==> src/rtl/uartrx_pkg.sv <==
package uartrx_pkg;
  typedef enum logic [2:0] {
    ST_IDLE, ST_START, ST_DATA, ST_NINTH, ST_STOP
  } rxState_t;

  typedef struct packed {
    logic takeA;      // first mid-bit sample
    logic takeB;      // second mid-bit sample
    logic shiftIn;    // vote lands in the data shifter
    logic loadNinth;  // vote lands in the ninth-bit register
    logic finish;     // vote is the stop bit, frame complete
    logic is9;        // frame carries a ninth bit
  } rxStrobe_t;
endpackage

==> src/rtl/uartrx_ctrl.sv <==
module uartrx_ctrl
  import uartrx_pkg::*;
#(
  parameter int OVERSAMPLE = 16,
  parameter int DATA_BITS  = 8
) (
  input  logic      clk,
  input  logic      rstN,
  input  logic      baudTick,
  input  logic      frameNine,
  input  logic      rxSync,
  input  logic      voteBit,
  output rxStrobe_t stb
);
  localparam int CNT_W = $clog2(OVERSAMPLE);
  localparam int IDX_W = (DATA_BITS > 1) ? $clog2(DATA_BITS) : 1;
  localparam logic [CNT_W-1:0] CNT_A    = CNT_W'(OVERSAMPLE/2 - 1);
  localparam logic [CNT_W-1:0] CNT_B    = CNT_W'(OVERSAMPLE/2);
  localparam logic [CNT_W-1:0] CNT_EVAL = CNT_W'(OVERSAMPLE/2 + 1);
  localparam logic [CNT_W-1:0] CNT_LAST = CNT_W'(OVERSAMPLE - 1);
  localparam logic [IDX_W-1:0] IDX_LAST = IDX_W'(DATA_BITS - 1);

  rxState_t state;
  logic [CNT_W-1:0] tickCnt;
  logic [IDX_W-1:0] bitIdx;
  logic is9Lat;
  logic busy, evalNow, wrapNow;

  assign busy    = (state != ST_IDLE);
  assign evalNow = busy && baudTick && (tickCnt == CNT_EVAL);
  assign wrapNow = busy && baudTick && (tickCnt == CNT_LAST);

  always_comb begin
    stb           = '0;
    stb.is9       = is9Lat;
    stb.takeA     = busy && baudTick && (tickCnt == CNT_A);
    stb.takeB     = busy && baudTick && (tickCnt == CNT_B);
    stb.shiftIn   = evalNow && (state == ST_DATA);
    stb.loadNinth = evalNow && (state == ST_NINTH);
    stb.finish    = evalNow && (state == ST_STOP);
  end

  always_ff @(posedge clk or negedge rstN) begin
    if (!rstN) begin
      state   <= ST_IDLE;
      tickCnt <= '0;
      bitIdx  <= '0;
      is9Lat  <= 1'b0;
    end else begin
      case (state)
        ST_IDLE: begin
          if (baudTick && !rxSync) begin
            state   <= ST_START;
            tickCnt <= '0;
            bitIdx  <= '0;
            is9Lat  <= frameNine;
          end
        end
        default: begin
          if (baudTick) tickCnt <= tickCnt + 1'b1;
          if (evalNow && state == ST_START && voteBit) begin
            state <= ST_IDLE;        // false start
          end else if (evalNow && state == ST_STOP) begin
            state <= ST_IDLE;        // frame done at mid stop bit
          end else if (wrapNow) begin
            tickCnt <= '0;
            case (state)
              ST_START: state <= ST_DATA;
              ST_DATA: begin
                bitIdx <= bitIdx + 1'b1;
                if (bitIdx == IDX_LAST) state <= is9Lat ? ST_NINTH : ST_STOP;
              end
              ST_NINTH: state <= ST_STOP;
              default:  state <= ST_IDLE;
            endcase
          end
        end
      endcase
    end
  end

  // strobes toward the datapath never overlap
  p_strobe_excl_r2: assert property (@(posedge clk) disable iff (!rstN)
    $onehot0({stb.takeA, stb.takeB, stb.shiftIn, stb.loadNinth, stb.finish}));

  // a start bit voted high sends the receiver back to idle
  p_false_start_r4: assert property (@(posedge clk) disable iff (!rstN)
    (state == ST_START && evalNow && voteBit) |=> state == ST_IDLE);

  // a ninth-bit slot is only entered for nine-bit frames
  p_ninth_slot_r3: assert property (@(posedge clk) disable iff (!rstN)
    (state == ST_NINTH) |-> is9Lat);
endmodule

==> src/rtl/uartrx_dp.sv <==
module uartrx_dp
  import uartrx_pkg::*;
#(
  parameter int DATA_BITS = 8
) (
  input  logic                 clk,
  input  logic                 rstN,
  input  logic                 rxLine,
  input  rxStrobe_t            stb,
  input  logic                 addrFilterEn,
  input  logic [DATA_BITS-1:0] slaveAddr,
  input  logic [DATA_BITS-1:0] addrMask,
  input  logic                 clrReady,
  input  logic                 clrFrameErr,
  output logic                 rxSync,
  output logic                 voteBit,
  output logic [DATA_BITS-1:0] rxData,
  output logic                 rxBit9,
  output logic                 rxReady,
  output logic                 frameErr
);
  logic [1:0] syncReg;
  logic sampA, sampB;
  logic [DATA_BITS-1:0] shiftReg;
  logic ninthReg;
  logic [DATA_BITS-1:0] bcastAddr;
  logic hitOwn, hitBcast, addrHit, passFilter, acceptNow;

  assign rxSync  = syncReg[1];
  assign voteBit = (sampA & sampB) | (sampA & rxSync) | (sampB & rxSync);

  assign bcastAddr  = slaveAddr | addrMask;
  assign hitOwn     = ((shiftReg ^ slaveAddr) & addrMask) == '0;
  assign hitBcast   = (shiftReg & bcastAddr) == bcastAddr;
  assign addrHit    = hitOwn | hitBcast;

  always_comb begin
    if (!addrFilterEn)  passFilter = 1'b1;
    else if (stb.is9)   passFilter = ninthReg & addrHit;
    else                passFilter = voteBit & addrHit;
  end

  assign acceptNow = stb.finish && passFilter && !rxReady;

  always_ff @(posedge clk or negedge rstN) begin
    if (!rstN) begin
      syncReg  <= 2'b11;
      sampA    <= 1'b1;
      sampB    <= 1'b1;
      shiftReg <= '0;
      ninthReg <= 1'b0;
      rxData   <= '0;
      rxBit9   <= 1'b0;
      rxReady  <= 1'b0;
      frameErr <= 1'b0;
    end else begin
      syncReg <= {syncReg[0], rxLine};
      if (stb.takeA)     sampA    <= rxSync;
      if (stb.takeB)     sampB    <= rxSync;
      if (stb.shiftIn)   shiftReg <= {voteBit, shiftReg[DATA_BITS-1:1]};
      if (stb.loadNinth) ninthReg <= voteBit;

      if (acceptNow) begin
        rxData  <= shiftReg;
        rxBit9  <= stb.is9 ? ninthReg : voteBit;
        rxReady <= 1'b1;
      end else if (clrReady) begin
        rxReady <= 1'b0;
      end

      if (stb.finish && !voteBit) frameErr <= 1'b1;
      else if (clrFrameErr)       frameErr <= 1'b0;
    end
  end

  // a pending frame is held, unchanged, until cleared
  p_hold_pending_r6: assert property (@(posedge clk) disable iff (!rstN)
    (rxReady && !clrReady) |=> rxReady && $stable(rxData) && $stable(rxBit9));

  // framing error is sticky
  p_fe_sticky_r5: assert property (@(posedge clk) disable iff (!rstN)
    (frameErr && !clrFrameErr) |=> frameErr);

  // framing error only rises from a low stop-bit vote
  p_fe_cause_r5: assert property (@(posedge clk) disable iff (!rstN)
    $rose(frameErr) |-> $past(stb.finish && !voteBit));

  // ready only rises at frame completion
  p_ready_cause_r2: assert property (@(posedge clk) disable iff (!rstN)
    $rose(rxReady) |-> $past(stb.finish));
endmodule

==> src/rtl/uart_addr_rx.sv <==
module uart_addr_rx
  import uartrx_pkg::*;
#(
  parameter int OVERSAMPLE = 16,
  parameter int DATA_BITS  = 8
) (
  input  logic                 clk,
  input  logic                 rstN,
  input  logic                 rxLine,
  input  logic                 baudTick,
  input  logic                 frameNine,
  input  logic                 addrFilterEn,
  input  logic [DATA_BITS-1:0] slaveAddr,
  input  logic [DATA_BITS-1:0] addrMask,
  input  logic                 clrReady,
  input  logic                 clrFrameErr,
  output logic [DATA_BITS-1:0] rxData,
  output logic                 rxBit9,
  output logic                 rxReady,
  output logic                 frameErr
);
  rxStrobe_t stb;
  logic rxSync, voteBit;

  uartrx_ctrl #(.OVERSAMPLE(OVERSAMPLE), .DATA_BITS(DATA_BITS)) i_ctrl (
    .clk(clk), .rstN(rstN), .baudTick(baudTick), .frameNine(frameNine),
    .rxSync(rxSync), .voteBit(voteBit), .stb(stb)
  );

  uartrx_dp #(.DATA_BITS(DATA_BITS)) i_dp (
    .clk(clk), .rstN(rstN), .rxLine(rxLine), .stb(stb),
    .addrFilterEn(addrFilterEn), .slaveAddr(slaveAddr), .addrMask(addrMask),
    .clrReady(clrReady), .clrFrameErr(clrFrameErr),
    .rxSync(rxSync), .voteBit(voteBit),
    .rxData(rxData), .rxBit9(rxBit9), .rxReady(rxReady), .frameErr(frameErr)
  );
endmodule

==> config.mk <==
export PLATFORM = sky130hd
export DESIGN_NAME = uart_addr_rx
export DESIGN_NICKNAME = d
export VERILOG_FILES = /design/src/rtl/uartrx_pkg.sv /design/src/rtl/uartrx_ctrl.sv /design/src/rtl/uartrx_dp.sv /design/src/rtl/uart_addr_rx.sv
export SDC_FILE = /design/constraint.sdc
export NUM_CORES = 1
export LEC_CHECK = 0
export BUFFER_PORTS_ARGS = -buffer_cell sky130_fd_sc_hd__buf_4
export CORE_MARGIN = 3
export CORE_UTILIZATION = 40
export DETAILED_ROUTE_END_ITERATION = 12
export REMOVE_ABC_BUFFERS = 1
export SLEW_MARGIN = 10
export SYNTH_ARGS = -nofsm -noshare
export SYNTH_HDL_FRONTEND = slang
export SYNTH_SLANG_ARGS = --single-unit
==> constraint.sdc <==
create_clock -name clk -period 5 [get_ports clk]
set_input_delay 0 -clock clk [delete_from_list [all_inputs] [get_ports clk]]
set_output_delay 0 -clock clk [all_outputs]
set_load 0.05 [all_outputs]
==> metrics.log, run 1 <==
INFO  metric f_max = 499 MHz
INFO  metric mostFrequentLayoutCells = 34 x sky130_fd_sc_hd__buf_4, 31 x sky130_fd_sc_hd__dfrtp_1, 16 x sky130_fd_sc_hd__nand2_1
INFO  metric finClkSkew = 0.00580 ns
INFO  metric max-slew-margin-rel = 68.3%
INFO  metric dp_worst_setup_slack = 3.03 ns
INFO  metric hold_class = primary input to flip-flop
INFO  metric status = complete, no violations
INFO  metric synth_edf_count = 0
INFO  metric avgSynthCellArea = 11.1 sq um
INFO  metric worst_r2r_path_depth = 5
INFO  metric grt_antenna_before_repair = 0
INFO  metric drt_first_iter_violations = 63
INFO  metric yosysUniqueCellTypes = 40
INFO  metric dp.cells = 248
INFO  metric port_buffers = 34
INFO  metric depth_of_the_cts_h_tree = 2
INFO  metric number_of_buffers_created_by_cts = 5
INFO  metric timing.critical_path.from_type = flip-flop
INFO  metric hold_path_depth = 3
INFO  metric gp_congestion = 0.828
INFO  metric layout.core_utilization = 52.2%
INFO  metric route.vias.total = 1378
INFO  metric drt-wirelength-per-cell = 14.4 um
INFO  metric die_w = 74.4 um
INFO  metric antenna-diode-count = 0
INFO  metric final_cell_count_no_fill = 261
INFO  metric clock-root-buffer = sky130_fd_sc_hd__clkbuf_8
INFO  metric die-height = 74.4 um
INFO  metric crit_path_setup_slack_layout = 2.99 ns
INFO  metric synth.ff_latch_count = 35
INFO  metric first_global_vias = 1382
INFO  metric yosys_most_used_dff = sky130_fd_sc_hd__dfrtp_1
INFO  metric most_crowded_layer_gr = met2
INFO  metric filler_cell_count = 392
INFO  metric synth-warning-count = 0
INFO  metric rsz0062_at_grt = no
INFO  metric placed_cell_area = 2150 sq um
INFO  metric tritoncts_clock_tree = built
INFO  metric ir_worst_vdd = 165 uV
INFO  metric power-per-cell-area = 347 nW/um^2
INFO  metric groute.usage.overall = 14.6%
INFO  metric synth.cell_area = 1870 sq um
INFO  metric maximum_buffer_depth_of_the_clock_tree = 2
INFO  metric wirelength = 3.76 mm
INFO  metric worst_slew_pin_slew = 0.475 ns
INFO  metric final-max-slew-violation-count = 0
INFO  metric share_of_the_cycle_needed_by_the_critical_path_after_routing = 40.1%
INFO  metric cellLeakagePower = 1.18 nW
INFO  metric die-area = 5540 sq um
INFO  metric cts.sinks = 35
INFO  metric maxCapViolCount = 0
INFO  metric cp.required = 5.17 ns
INFO  metric drt_pass1_iterations = 4
INFO  metric path_max_fanout = 10
INFO  metric met3_usage = 4.46%
INFO  metric synth-seq-area-share = 47.1%
INFO  metric final_instance_area = 2320 sq um
INFO  metric use_met1 = 18.2%
INFO  metric top_level_ports = 35
INFO  metric crit_arrival = 2.17 ns
INFO  metric final_nets = 237
INFO  metric clkSlewWorstSetupHoldPaths = 0.07 ns
INFO  metric drc = 0
INFO  metric critPathKind = flip-flop to flip-flop
INFO  metric timing.setup.tns = 0 ns
INFO  metric grt_max_degree = 36
INFO  metric syn2layout_area_growth = 24.0%
INFO  metric globalRouteOverflowTotal = 0
INFO  metric layout_min_cycle_time = 2.01 ns
INFO  metric viasPerCell = 5.28
INFO  metric synth_cells = 169
INFO  metric crit_path_end_kind = flip-flop
INFO  metric finalHoldViolations = 0
INFO  metric dp.final_hpwl = 2.75 mm
INFO  metric global_route.usage.met2 = 23.6%
INFO  metric ys_async_sr_fraction = 100%
INFO  metric finalSetupViolCount = 0
INFO  metric layout.cells.most_common = sky130_fd_sc_hd__buf_4
INFO  metric antenna_violating_nets_post_route = 0
INFO  metric global_route_wire_length_before_repair = 6.19 mm
INFO  metric start_util = 42.1%
INFO  metric post_route_cells_drive_above_1_share = 34.0%
INFO  metric core_area = 4440 sq um
INFO  metric fp-row-count = 24
INFO  metric worstSkewPairLatency = 0.28 ns
## report_power, final
group | switching, mW | internal, mW | leakage (nW) | total, mW
Clock | 0.0978 | 0.161 | 0.0612 | 0.259
Sequential | 0.0483 | 0.324 | 0.455 | 0.372
Combinational | 0.0924 | 0.0814 | 0.668 | 0.174
Total | 0.238 | 0.566 | 1.18 | 0.805
## state kept, by name (all words and copies together) (netlist names), 2 cells and up
signal / cells
i_dp.rxData: 8
i_ctrl.bitIdx: 3
i_dp.shiftReg: 8
i_ctrl.tickCnt: 4
i_ctrl.state: 3
i_dp.syncReg: 2
## critical path, stage by stage, from the launching register on
cell	delay, ns
sky130_fd_sc_hd__dfrtp_1	0.43
sky130_fd_sc_hd__ha_1	0.25
sky130_fd_sc_hd__nand4_1	0.35
sky130_fd_sc_hd__o21ai_0	0.46
sky130_fd_sc_hd__nor2_1	0.08
sky130_fd_sc_hd__mux2_1	0.32
## per-stage QoR
| stage | power [mW] | hold WS [ns] |
|---|---|---|
| 2_1_floorplan | 0.484 | -0.296 |
| 3_3_place_gp | 0.537 | -0.0336 |
| 3_5_place_dp | 0.546 | -0.0209 |
| 4_1_cts | 0.814 | 0.0389 |
| 5_1_grt | 0.858 | 0.0458 |
| 6_report | 0.805 | 0.0556 |
## Yosys cell counts, types with 2 or more instances
library cell / count / area share [%]
sky130_fd_sc_hd__mux2i_1: 2 / 1.1
sky130_fd_sc_hd__ha_1: 5 / 3.3
sky130_fd_sc_hd__a22oi_1: 4 / 1.6
sky130_fd_sc_hd__inv_1: 8 / 1.6
sky130_fd_sc_hd__o21ai_0: 10 / 2.7
sky130_fd_sc_hd__a21oi_1: 3 / 0.80
sky130_fd_sc_hd__dfrtp_1: 31 / 41
sky130_fd_sc_hd__mux2_2: 12 / 7.2
sky130_fd_sc_hd__a22o_1: 3 / 1.4
sky130_fd_sc_hd__mux2_4: 8 / 6.4
sky130_fd_sc_hd__dfstp_2: 4 / 5.6
sky130_fd_sc_hd__nor2_1: 12 / 2.4
sky130_fd_sc_hd__nand3_1: 4 / 1.1
sky130_fd_sc_hd__nand2_1: 16 / 3.2
sky130_fd_sc_hd__nand4_1: 2 / 0.67
sky130_fd_sc_hd__o22ai_1: 6 / 2.0
sky130_fd_sc_hd__nor2b_1: 2 / 0.67
sky130_fd_sc_hd__nor3_1: 5 / 1.3
sky130_fd_sc_hd__clkbuf_1: 4 / 0.80
sky130_fd_sc_hd__xor2_1: 8 / 3.7
## cells by family (layout without fill, tap and decap cells)
group	count (synthesis)	in the layout	synth area share, %
AOI/OAI and AO/OA	33	33	13.0
buffers and inverters	15	55	3.68
adders and majority gates	6	6	3.94
DFF	35	35	47.1
muxes	23	23	15.3
and+or+nand+nor	49	49	13.2
xor gates and xnor gates	8	8	3.74
## repair_timing
item / CTS / global route
resized for setup: 0 / 0
hold buffers: 5 / 0
setup buffers: 0 / 0
hold endpoints to repair: 39 / 0
## layout make-up
cell class	count	area, sq um	area share, %
Multi-Input combinational cell	119	922	39.7
Sequential cell	35	881	38.0
Timing Repair Buffer	39	305	13.2
Clock buffer	6	82.6	3.56
Tap cell	52	65.1	2.80
Clock inverter	2	35.0	1.51
Inverter	8	30.0	1.29
## path summary, 6_finish.rpt
check	start	end	slack, ns
max in group asynchronous	rstN	i_dp.syncReg[1]	4.44
min in group asynchronous	rstN	i_dp.rxReady	0.21
max	i_ctrl.tickCnt[0]	i_ctrl.state[2]	2.99
min reg2reg	i_dp.syncReg[0]	i_dp.syncReg[1]	0.36
min	baudTick	i_ctrl.tickCnt[1]	0.06
max reg2reg	i_ctrl.tickCnt[0]	i_ctrl.state[2]	2.99
## metal layers
metal,part of all wire [%],vias to the layer above
met5,0,-
met4,0.98,0
met3,6.8,5
met2,46,44
met1,47,654
li1,-,675
(Power assumes the default switching activity.)
==> run 2: changes to the inputs <==
==> constraint.sdc (replaced) <==
create_clock -name clk -period 2 [get_ports clk]
set_input_delay 0 -clock clk [delete_from_list [all_inputs] [get_ports clk]]
set_output_delay 0 -clock clk [all_outputs]
set_load 0.05 [all_outputs]
==> metrics.log, run 2 (synthesis results as in run 1) <==
INFO  metric status = complete, no violations
INFO  metric maximum_buffer_depth_of_the_clock_tree = 2 (unchanged)
INFO  metric filler_cell_count = 407 (+3.8%)
INFO  metric crit_arrival = 2.07 ns (-0.10 ns)
INFO  metric register_area = 881 sq um (unchanged)
INFO  metric path_max_fanout = 9 (-1)
INFO  metric drt_pass1_iterations = 4 (unchanged)
INFO  metric syn2layout_area_growth = 24.8%
INFO  metric final_cell_count_no_fill = 266 (+1.9%)
INFO  metric die-area = 5540 sq um (unchanged)
INFO  metric grt_max_degree = 36 (unchanged)
INFO  metric die_w = 74.4 um (unchanged)
INFO  metric biggest_regs = i_dp.rxData: 8 flops, i_dp.shiftReg: 8 flops, i_ctrl.tickCnt: 4 flops
INFO  metric number_of_buffers_created_by_cts = 5 (unchanged)
INFO  metric mostFrequentLayoutCells = 40 x sky130_fd_sc_hd__buf_4, 31 x sky130_fd_sc_hd__dfrtp_1, 16 x sky130_fd_sc_hd__nand2_1
INFO  metric drc = 0 (unchanged)
INFO  metric post_route_cells_drive_above_1_share = 35.5% (+1.5 points)
INFO  metric maxCapViolCount = 0 (unchanged)
INFO  metric timing.critical_path.from_type = flip-flop
INFO  metric final_nets = 243 (+2.5%)
INFO  metric power-per-cell-area = 808 nW/um^2 (+130%)
INFO  metric drt_first_iter_violations = 38 (-40%)
INFO  metric start_util = 42.1% (unchanged)
INFO  metric critPathKind = flip-flop to flip-flop
INFO  metric top_level_ports = 35 (unchanged)
INFO  metric port_buffers = 34 (unchanged)
INFO  metric route.vias.total = 1426 (+3.5%)
INFO  metric drt-wirelength-per-cell = 14.2 um (-1.2%)
INFO  metric max-slew-margin-rel = 68.1% (-0.20 points)
INFO  metric r2r_slack = 0.1 ns (-2.90 ns)
INFO  metric core_area = 4440 sq um (unchanged)
INFO  metric cp.required = 2.17 ns (-3.00 ns)
INFO  metric dp.final_hpwl = 2.81 mm (+2.3%)
INFO  metric fp-row-count = 24 (unchanged)
INFO  metric layout.core_utilization = 52.6% (+0.34 points)
INFO  metric first_global_vias = 1384 (+0.14%)
INFO  metric finalHoldViolations = 0 (unchanged)
INFO  metric die-height = 74.4 um (unchanged)
INFO  metric antenna_violating_nets_post_route = 0 (unchanged)
INFO  metric finClkSkew = 0.00551 ns (-0.000286 ns)
INFO  metric wirelength = 3.78 mm (+0.72%)
INFO  metric layout.cells.most_common = sky130_fd_sc_hd__buf_4
INFO  metric global_route_wire_length_before_repair = 5.98 mm (-3.5%)
INFO  metric viasPerCell = 5.36 (+1.5%)
INFO  metric globalRouteOverflowTotal = 0 (unchanged)
INFO  metric cts.sinks = 35 (unchanged)
INFO  metric antenna-diode-count = 0 (unchanged)
INFO  metric rsz0062_at_grt = no
INFO  metric clkSlewWorstSetupHoldPaths = 0.07 ns (about the same)
INFO  metric postCtsResizedCells = 0 (unchanged)
INFO  metric dp.cells = 253 (+2.0%)
INFO  metric ir_worst_vdd = 427 uV (+160%)
INFO  metric clock-root-buffer = sky130_fd_sc_hd__clkbuf_8
INFO  metric gp_congestion = 0.857 (+3.5%)
INFO  metric tritoncts_clock_tree = built
INFO  metric finalSetupViolCount = 0 (unchanged)
INFO  metric crit_path_end_kind = flip-flop
INFO  metric depth_of_the_cts_h_tree = 2 (unchanged)
INFO  metric worst_slew_pin_slew = 0.478 ns (+0.00306 ns)
INFO  metric hold_class = primary input to flip-flop
INFO  metric groute.usage.overall = 14.3% (-0.28 points)
INFO  metric final-max-slew-violation-count = 0 (unchanged)
INFO  metric combined_area_of_the_multi_input_logic_cells = 922 sq um (unchanged)
INFO  metric worst_hold_slack = 0.0606 ns (+0.00504 ns)
INFO  metric worstSkewPairLatency = 0.28 ns (about the same)
INFO  metric timing.setup.tns = 0 ns (unchanged)
INFO  metric cellLeakagePower = 1.20 nW (+1.3%)
INFO  metric share_of_the_cycle_needed_by_the_critical_path_after_routing = 95.2% (+55 points)
INFO  metric f_max = 525 MHz (+5.3%)
INFO  metric layout_min_cycle_time = 1.90 ns (-0.101 ns)
INFO  metric grt_antenna_before_repair = 0 (unchanged)
## run 2: cell types whose count changed in the layout (fill, tap and decap cells not counted)
| cell | change |
|---|---|
| sky130_fd_sc_hd__bufinv_16 | -1 |
| sky130_fd_sc_hd__buf_4 | +6 |
## run 2: timing repair
item	4_1_cts	5_1_grt
setup endpoints to repair	0	1
endpoints found under the hold margin	39	0
hold buffers	5	0
setup buffers	0	1
## run 2: power breakdown
group	internal (mW)	leakage (nW)	total [mW]	switching, mW
sequential	0.810	0.455	0.928	0.118
combinational	0.221	0.697	0.451	0.230
clock	0.270	0.0470	0.508	0.238
## run 2: final cells by class
cell class,instances,area share (%)
multi-input cells,119,39.5
well taps,52,2.79
flip-flops and latches,35,37.7
clock buffers,6,3.54
inverters,8,1.29
clock inverters,1,0.214
repair buffers,45,15.0
## run 2: stage by stage
step | cell area (sq um) | worst slack, ns | power, mW
finish | 2340 | 0.0954 | 1.89
global route | 2340 | 0.00968 | 2.02
CTS | 2330 | 0.0690 | 1.91
detailed placement | 2190 | 0.0752 | 1.39
global placement | 2190 | 0.148 | 1.37
floorplan | 1830 | 0.189 | 1.21
## run 2: metal layers
metal	part of all wire [%]	global-route usage, %
met5	0	0
met4	1.6	6.13
met3	7.2	5.14
met2	47	24.6
met1	45	16.0
## run 2: final timing paths
path	start	end	cells past startpoint
min in group asynchronous	rstN	i_dp.rxData[7]	2
worst max register to register	i_dp.syncReg[1]	i_dp.rxData[4]	5
worst max-delay path	i_dp.syncReg[1]	i_dp.rxData[4]	5
worst min-delay path	baudTick	i_ctrl.tickCnt[1]	3
max in group asynchronous	rstN	i_dp.syncReg[1]	2
worst min register to register	i_dp.syncReg[0]	i_dp.syncReg[1]	0
## run 2: critical path, stage by stage (launching register included)
cell                       delay [ns]
sky130_fd_sc_hd__dfstp_2         0.57
sky130_fd_sc_hd__maj3_2          0.26
sky130_fd_sc_hd__mux2i_1         0.15
sky130_fd_sc_hd__a211oi_4        0.30
sky130_fd_sc_hd__o21ai_4         0.18
sky130_fd_sc_hd__mux2_4          0.33
==> run 3: changes to the inputs <==
--- a/config.mk
+++ b/config.mk
@@ -5,7 +5,8 @@
 export SDC_FILE = /design/constraint.sdc
 export NUM_CORES = 1
 export LEC_CHECK = 0
-export BUFFER_PORTS_ARGS = -buffer_cell sky130_fd_sc_hd__buf_4
+export ABC_CLOCK_PERIOD_IN_PS = 2000
+export BUFFER_PORTS_ARGS = -buffer_cell sky130_fd_sc_hd__clkbuf_2
 export CORE_MARGIN = 3
 export CORE_UTILIZATION = 40
 export DETAILED_ROUTE_END_ITERATION = 12
==> metrics.log, run 3 (synthesis results as in run 1) <==
INFO  metric status = complete, no violations
INFO  metric cellLeakagePower = 1.17 nW (-2.4%)
INFO  metric dp.final_hpwl = 2.85 mm (+1.3%)
INFO  metric grt_antenna_before_repair = 0 (unchanged)
INFO  metric layout.cells.most_common = sky130_fd_sc_hd__clkbuf_2
INFO  metric maximum_buffer_depth_of_the_clock_tree = 2 (unchanged)
INFO  metric clock-root-buffer = sky130_fd_sc_hd__clkbuf_8
INFO  metric syn2layout_area_growth = 20.2%
INFO  metric critPathBufInv = 0 (unchanged)
INFO  metric timing.critical_path.from_type = flip-flop
INFO  metric cp.required = 2.17 ns (about the same)
INFO  metric finalHoldViolations = 0 (unchanged)
INFO  metric most_crowded_layer_gr = met2
INFO  metric port_buffers = 34 (unchanged)
INFO  metric depth_of_the_cts_h_tree = 2 (unchanged)
INFO  metric share_of_the_cycle_needed_by_the_critical_path_after_routing = 94.6% (-0.62 points)
INFO  metric seq_power_share = 49.5% (+0.3 points)
INFO  metric maxCapViolCount = 0 (unchanged)
INFO  metric finClkSkew = 0.0103 ns (+0.00482 ns)
INFO  metric f_max = 528 MHz (+0.65%)
INFO  metric power-per-cell-area = 836 nW/um^2 (+3.5%)
INFO  metric final_nets = 242 (-0.41%)
INFO  metric clkSlewWorstSetupHoldPaths = 0.06 ns (about the same)
INFO  metric worst_slew_pin_slew = 0.849 ns (+0.371 ns)
INFO  metric top_level_ports = 35 (unchanged)
INFO  metric grt_max_degree = 36 (unchanged)
INFO  metric viasPerCell = 5.30 (-1.2%)
INFO  metric power_frac_clock = 27.3% (+0.4 points)
INFO  metric critical-path-max-stage-delay = 0.57 ns (about the same)
INFO  metric globalRouteOverflowTotal = 0 (unchanged)
INFO  metric final_instance_area = 2250 sq um (-3.7%)
INFO  metric antenna_violating_nets_post_route = 0 (unchanged)
INFO  metric fp-row-count = 24 (unchanged)
INFO  metric hold_class = primary input to flip-flop
INFO  metric core_area = 4440 sq um (unchanged)
INFO  metric rsz0062_at_grt = no
INFO  metric cts.sinks = 35 (unchanged)
INFO  metric worstSkewPairLatency = 0.29 ns (about the same)
INFO  metric timing.setup.tns = 0 ns (unchanged)
INFO  metric route.vias.total = 1404 (-1.5%)
INFO  metric global_route_wire_length_before_repair = 6.33 mm (+5.9%)
INFO  metric crit_arrival = 2.06 ns (about the same)
INFO  metric max-slew-margin-rel = 43.4% (-25 points)
INFO  metric biggest_regs = i_dp.rxData: 8 flops, i_dp.shiftReg: 8 flops, i_ctrl.tickCnt: 4 flops
INFO  metric groute.usage.overall = 14.9% (+0.58 points)
INFO  metric drt-wirelength-per-cell = 14.5 um (+1.9%)
INFO  metric timing.critical_path.slowest_stage_cell = sky130_fd_sc_hd__dfstp_2
INFO  metric ir_worst_vdd = 419 uV (-1.8%)
INFO  metric drc = 0 (unchanged)
INFO  metric placed_cell_area = 2110 sq um (-3.9%)
INFO  metric power.share.combinational = 23.2% (-0.7 points)
INFO  metric layout_min_cycle_time = 1.89 ns (-0.0123 ns)
INFO  metric total_switching_power = 0.593 mW (+1.2%)
INFO  metric critical-path-top-delay-family = flip-flops
INFO  metric drt_pass1_iterations = 4 (unchanged)
INFO  metric global_route.usage.met2 = 24.1% (-0.49 points)
INFO  metric first_global_vias = 1390 (+0.43%)
INFO  metric critPathKind = flip-flop to flip-flop
INFO  metric use_met1 = 18.9% (+2.9 points)
INFO  metric die_w = 74.4 um (unchanged)
INFO  metric number_of_buffers_created_by_cts = 5 (unchanged)
INFO  metric finalSetupViolCount = 0 (unchanged)
INFO  metric die-area = 5540 sq um (unchanged)
INFO  metric swShare = 31.5% (+0.47 points)
INFO  metric mostFrequentLayoutCells = 34 x sky130_fd_sc_hd__clkbuf_2, 31 x sky130_fd_sc_hd__dfrtp_1, 16 x sky130_fd_sc_hd__nand2_1
INFO  metric critical_path.cell_chain = maj3_2, mux2i_1, a211oi_4, o21ai_4, mux2_4
INFO  metric die-height = 74.4 um (unchanged)
INFO  metric post_route_cells_drive_above_1_share = 36.2% (+0.64 points)
INFO  metric start_util = 42.1% (unchanged)
INFO  metric path_max_fanout = 10 (+1)
INFO  metric drt_first_iter_violations = 69 (+82%)
INFO  metric antenna-diode-count = 0 (unchanged)
INFO  metric met3_usage = 4.05% (-1.1 points)
INFO  metric crit_path_end_kind = flip-flop
INFO  metric wirelength = 3.84 mm (+1.5%)
INFO  metric tritoncts_clock_tree = built
INFO  metric cellInternalPower = 1.29 mW (-1.0%)
INFO  metric gp_congestion = 0.791 (-7.6%)
INFO  metric final-max-slew-violation-count = 0 (unchanged)
INFO  metric filler_cell_count = 413 (+1.5%)
==> run 3: area by class of cell <==
class | count | area, sq um | area share [%]
well taps | 52 | 65.1 | 2.89
clock buffers | 6 | 82.6 | 3.67
repair buffers | 44 | 258 | 11.5
multi-input cells | 119 | 928 | 41.3
flip-flops and latches | 35 | 881 | 39.2
clock inverters | 1 | 5.00 | 0.222
inverters | 8 | 30.0 | 1.33
==> run 3: final timing paths <==
path | end | slack, ns | depth (start not counted) | from
worst max-delay path | i_dp.rxData[4] | 0.11 | 5 | i_dp.syncReg[1]
worst min-delay path | i_ctrl.tickCnt[0] | 0.09 | 3 | baudTick
worst max register to register | i_dp.rxData[4] | 0.11 | 5 | i_dp.syncReg[1]
worst min register to register | i_dp.syncReg[1] | 0.36 | 0 | i_dp.syncReg[0]
max in group asynchronous | i_dp.shiftReg[0] | 1.11 | 2 | rstN
min in group asynchronous | i_ctrl.state[2] | 0.35 | 2 | rstN
==> run 3: worst register-to-register path, cell delays in order, from the launching register on <==
cell	delay (ns)
sky130_fd_sc_hd__dfstp_2	0.57
sky130_fd_sc_hd__maj3_2	0.26
sky130_fd_sc_hd__mux2i_1	0.14
sky130_fd_sc_hd__a211oi_4	0.29
sky130_fd_sc_hd__o21ai_4	0.18
sky130_fd_sc_hd__mux2_4	0.34
==> run 3: routing by layer <==
layer	share of wire, %	wire length (um)
met5	0	0
met1	46	1770
met4	1.5	59
met3	6.0	230
met2	46	1780
==> run 3: repair_timing <==
action                                  in CTS  in global routing
endpoints found under the hold margin       35                  0
hold buffers                                 5                  0
buffers inserted                             0                  0
endpoints found under the setup margin       0                  7
gates resized for setup                      0                  2
==> run 3: power by group through the flow <==
stage	clock network, mW	logic (mW)	registers, mW
finish	0.514	0.436	0.931
detailed placement	0	0.425	0.943
floorplan	0	0.299	0.911
CTS	0.534	0.438	0.931
global route	0.559	0.496	0.954
global placement	0	0.417	0.938
==> run 3: through the flow <==
| step | power, mW | hold WS [ns] | utilization [%] | cells | worst slack (ns) |
|---|---|---|---|---|---|
| final | 1.88 | 0.0860 | 50.6 | 265 | 0.108 |
| after global routing | 2.01 | 0.131 | 50.6 | 265 | 0.00440 |
| after CTS | 1.90 | 0.0736 | 50.5 | 265 | 0.0869 |
| after detailed placement | 1.37 | 0.0954 | 47.4 | 253 | 0.0937 |
| after global placement | 1.35 | 0.0942 | 47.4 | 253 | 0.147 |
| after floorplan | 1.21 | -0.296 | - | 162 | 0.189 |
